`config.mk`:
```
export PLATFORM = sky130hd
export DESIGN_NAME = coin_vend_ctrl
export DESIGN_NICKNAME = d
export VERILOG_FILES = /design/src/rtl/coin_vend_pkg.sv /design/src/rtl/coin_decode.sv /design/src/rtl/credit_step.sv /design/src/rtl/coin_vend_ctrl.sv
export SDC_FILE = /design/constraint.sdc
export NUM_CORES = 1
export LEC_CHECK = 0
export ABC_AREA = 1
export BUFFER_PORTS_ARGS = -buffer_cell sky130_fd_sc_hd__buf_2
export CORE_AREA = 5 5 42 44
export DETAILED_ROUTE_END_ITERATION = 10
export DIE_AREA = 0 0 47 49
export PLACE_DENSITY = 0.42
export SLEW_MARGIN = 20
export SYNTH_ARGS = -nofsm -noshare
export SYNTH_HDL_FRONTEND = slang
export SYNTH_HIERARCHICAL = 1
export SYNTH_SLANG_ARGS = --single-unit
```
`constraint.sdc`:
```
create_clock -name clk_i -period 1.82 [get_ports clk_i]
set_input_delay 0.455 -clock clk_i [delete_from_list [all_inputs] [get_ports clk_i]]
set_output_delay 0.455 -clock clk_i [all_outputs]
set_load 0.005 [all_outputs]
```
`src/rtl/coin_vend_pkg.sv`:
```
package coin_vend_pkg;
    localparam int CREDIT_W = 2;

    typedef enum logic [CREDIT_W-1:0] {
        CR_ZERO = 2'd0,
        CR_FIVE = 2'd1,
        CR_TEN  = 2'd2
    } credit_e;

    typedef enum logic [1:0] {
        COIN_NONE,
        COIN_NICKEL,
        COIN_DIME,
        COIN_BAD
    } coin_e;

    typedef struct packed {
        credit_e credit;
        logic    vend;
        logic    change;
    } step_t;
endpackage

```
`src/rtl/coin_decode.sv`:
```
module coin_decode
    import coin_vend_pkg::*;
(
    input  logic  nickel_i,
    input  logic  dime_i,
    output coin_e coin_o
);
    always_comb begin
        unique case ({dime_i, nickel_i})
            2'b01:   coin_o = COIN_NICKEL;
            2'b10:   coin_o = COIN_DIME;
            2'b11:   coin_o = COIN_BAD;
            default: coin_o = COIN_NONE;
        endcase
    end
endmodule

```
`src/rtl/credit_step.sv`:
```
module credit_step
    import coin_vend_pkg::*;
(
    input  credit_e credit_i,
    input  coin_e   coin_i,
    output step_t   step_o
);
    always_comb begin
        step_o.credit = credit_i;
        step_o.vend   = 1'b0;
        step_o.change = 1'b0;
        unique case (credit_i)
            CR_ZERO: begin
                if (coin_i == COIN_NICKEL) step_o.credit = CR_FIVE;
                if (coin_i == COIN_DIME)   step_o.credit = CR_TEN;
            end
            CR_FIVE: begin
                if (coin_i == COIN_NICKEL) step_o.credit = CR_TEN;
                if (coin_i == COIN_DIME) begin
                    step_o.credit = CR_ZERO;
                    step_o.vend   = 1'b1;
                end
            end
            CR_TEN: begin
                if (coin_i == COIN_NICKEL || coin_i == COIN_DIME) begin
                    step_o.credit = CR_ZERO;
                    step_o.vend   = 1'b1;
                    step_o.change = (coin_i == COIN_DIME);
                end
            end
            default: step_o.credit = CR_ZERO;
        endcase
    end
endmodule

```
`src/rtl/coin_vend_ctrl.sv`:
```
module coin_vend_ctrl
    import coin_vend_pkg::*;
(
    input  logic clk_i,
    input  logic rst_i,
    input  logic nickel_i,
    input  logic dime_i,
    output logic vend_o,
    output logic change_o
);
    coin_e   coin;
    step_t   step;
    credit_e credit_q, credit_d;

    coin_decode u_dec (.nickel_i(nickel_i), .dime_i(dime_i), .coin_o(coin));
    credit_step u_step (.credit_i(credit_q), .coin_i(coin), .step_o(step));

    always_comb begin
        credit_d = rst_i ? CR_ZERO : step.credit;
        vend_o   = rst_i ? 1'b0 : step.vend;
        change_o = rst_i ? 1'b0 : step.change;
    end

    always_ff @(posedge clk_i) begin
        credit_q <= credit_d;
    end

    assert_change_needs_vend_R8: assert property (@(posedge clk_i) disable iff (rst_i)
        change_o |-> vend_o);
    assert_idle_holds_R2: assert property (@(posedge clk_i) disable iff (rst_i)
        (!nickel_i && !dime_i) |=> (credit_q == $past(credit_q)));
    assert_bad_coin_quiet_R3: assert property (@(posedge clk_i) disable iff (rst_i)
        (nickel_i && dime_i) |-> (!vend_o && !change_o));
    assert_vend_clears_R5: assert property (@(posedge clk_i) disable iff (rst_i)
        vend_o |=> (credit_q == CR_ZERO));
    assert_change_only_ten_R7: assert property (@(posedge clk_i) disable iff (rst_i)
        change_o |-> (credit_q == CR_TEN && dime_i));
    assert_reset_quiet_R1: assert property (@(posedge clk_i)
        rst_i |-> (!vend_o && !change_o));
endmodule

```
==> results.cfg <==
[critical_path]
crit_fanout = 2
max_stage_delay_ns = 0.19
arrival_ns = 1.31
cp-startpoint = dime_i
crit_path_end_kind = output pin
cp.required_ns = 1.36
critPathKind = input port to output pin
cp.depth = 9
r2r-end = credit_q[0]
cp_num_buf_inv = 6
cp-endpoint = change_o
rrSetupSlack_ns = 0.69
path_cells = buf_2, buf_4, ha_1, buf_4, nand2_1, inv_1, inv_1, nor2_1, buf_2
reg2regPathDepth = 8
crit_slowest_cell = ha_1
r2r-start = credit_q[1]
crit_family = buffers and inverters
startpoint_type = input port

[placement]
dp_cells = 70
numPortBuffers = 5
dp_hpwl_um = 465
postPlaceCellArea_um2 = 355
gp_congestion = 0.624

[floorplanning]
dieWidth_um = 47
die_height_um = 49
die_area_mm2 = 0.00230
coreArea_mm2 = 0.00140
start_util = 0.211
row_count = 14
top_level_ports = 6

[cells_and_area]
top_register = credit_q
final_area_um2 = 478
largestRegisters = credit_q (2)
diodes = 0
syn_to_final_growth_pct = 61.9
finish.net_count = 73
largest_reg_flops = 2
fin_cells = 76
drive_above_1_share = 0.467

[power]
power_frac_comb = 0.367
clkPwrFrac = 0.405
power_density_mw_per_mm2 = 484
swShare = 0.285
p_seq_frac = 0.228
internal-power_mw = 0.165
p_leak_nw = 0.241
peakVddDrop_mv = 0.288
power_switching_mw = 0.0660

[timing]
slew_headroom = 0.903
worst_pin_slew_ns = 0.145
worst_clock_skew_ns = 0.00175
report.final.slew_viol_count = 0
hold_violations = 0
fin_crit_ns = 1.77
post-route-period-util = 0.972
max_freq_ghz = 0.566
setup_tns_ns = 0
setup_viol = 0

[clock_network]
cts.sinks = 2
cts_root_buf = clkbuf_4
cts_hold_repair.buffers = 0
cts_tree = built
clock_path_buffers = 2
clk_latency_ns = 0.22
cts.clk_slew.worst_paths_ns = 0.03
cts_buffers = 3
ctsHtreeMaxLevel = 1

[logic_synthesis]
yosysWarnings = 6
synth_cells = 48
synth_seq_cells = 2
synthDistinctLibCells = 12
syn-cell-area_um2 = 295
seq_area_frac_synth = 0.136
mappedNetlistNets = 59
synth.avg_cell_area_um2 = 6.15

[drt]
ant_nets = 0
remaining_drc_errors = 0
first_pass_iters = 2
viasPerCell = 3.82
vias = 290
routed_wirelength_um = 632
avgRoutedWirePerCell_um = 8.32
drtIter0Drc = 3

[outcome]
outcome = finished, final reports clean

[hold_path]
hold_class = input port to register
hp-start = rst_i

[global_routing]
grt_pass1_vias = 271
track_usage = 0.0556
gr-max-usage-layer = met2
grt_pass1_wl_um = 972
grt.overflow.total = 0
antenna_found_initial = 0
grt_max_degree = 6
met2_usage = 0.0860
grt.met1_usage = 0.0700
grt_util_met3 = 0

[flow_run]
drv_cap = 0
==> cell families after synthesis <==
family | count (synthesis) | synth area share
flops | 2 | 0.136
buf+inv | 15 | 0.191
compound gates | 4 | 0.0975
fa+ha+maj | 7 | 0.297
simple gates | 20 | 0.280
==> power groups by stage <==
stage | clock network (mW) | logic (mW) | registers [mW]
after floorplan | 0 | 0.0392 | 0.0516
after global placement | 0 | 0.0552 | 0.0532
after detailed placement | 0 | 0.0550 | 0.0529
after CTS | 0.0981 | 0.0556 | 0.0531
after global routing | 0.103 | 0.0963 | 0.0536
final | 0.0937 | 0.0848 | 0.0528
==> worst min path at each step <==
stage | end | slack (ns) | cells past startpoint
2_1_floorplan | credit_q[0] | 0.53 | 1
3_3_place_gp | credit_q[0] | 0.61 | 4
3_5_place_dp | credit_q[0] | 0.61 | 4
4_1_cts | credit_q[0] | 0.44 | 2
5_1_grt | credit_q[0] | 0.45 | 2
6_report | credit_q[0] | 0.43 | 2
==> cell usage in the layout, fill, tap and decap left out <==
cell and n:
nand2_1 13, inv_1 9, buf_4 5, nor2_1 4
buf_2 4, clkbuf_4 3, ha_4 3, ha_1 3
dfxtp_4 2, inv_4 2, inv_2 2, buf_6 1
nand3_2 1, o21bai_1 1, a21oi_2 1, nand2_2 1
a21boi_2 1, nand3_1 1, a21oi_1 1, ha_2 1
buf_12 1
==> layer usage <==
metal  part of all wire  vias up
met5                  0        -
met4                  0        0
met3              0.035        0
met2               0.53        4
met1               0.43      121
li1                   -      165
==> cell type report <==
| class | instances | area, um^2 |
|---|---|---|
| sequential | 2 | 47.5 |
| clock buffer | 3 | 22.5 |
| multi-input combinational | 31 | 245 |
| tap | 16 | 20.0 |
| fill | 157 | 923 |
| inverter | 13 | 53.8 |
| timing repair buffer | 11 | 88.8 |
==> synth_stat cells <==
cell | number | share of area
nand2_1 | 14 | 0.18
inv_1 | 13 | 0.17
ha_1 | 7 | 0.30
nor2_1 | 4 | 0.051
clkbuf_1 | 2 | 0.025
dfxtp_1 | 2 | 0.14
a21boi_0 | 1 | 0.025
a21oi_1 | 1 | 0.017
a21oi_2 | 1 | 0.030
nand3_1 | 1 | 0.017
nand3_2 | 1 | 0.034
o21bai_1 | 1 | 0.025
==> metrics by stage <==
| stage | hold slack (ns) | worst slack (ns) | util | total power [mW] |
|---|---|---|---|---|
| floorplan | 0.526 | 0.0800 | - | 0.0907 |
| global placement | 0.615 | -0.0663 | 0.254 | 0.108 |
| detailed placement | 0.607 | -0.0467 | 0.254 | 0.108 |
| CTS | 0.436 | 0.00489 | 0.271 | 0.207 |
| global route | 0.451 | -0.0148 | 0.341 | 0.253 |
| finish | 0.435 | 0.0517 | 0.341 | 0.231 |
==> timing repair <==
action | CTS | global route
endpoints found under the hold margin | 0 | 0
pin swaps | 1 | 4
setup endpoints to repair | 1 | 1
resized for setup | 3 | 16
buffers inserted | 0 | 3
(Power assumes the default switching activity.)
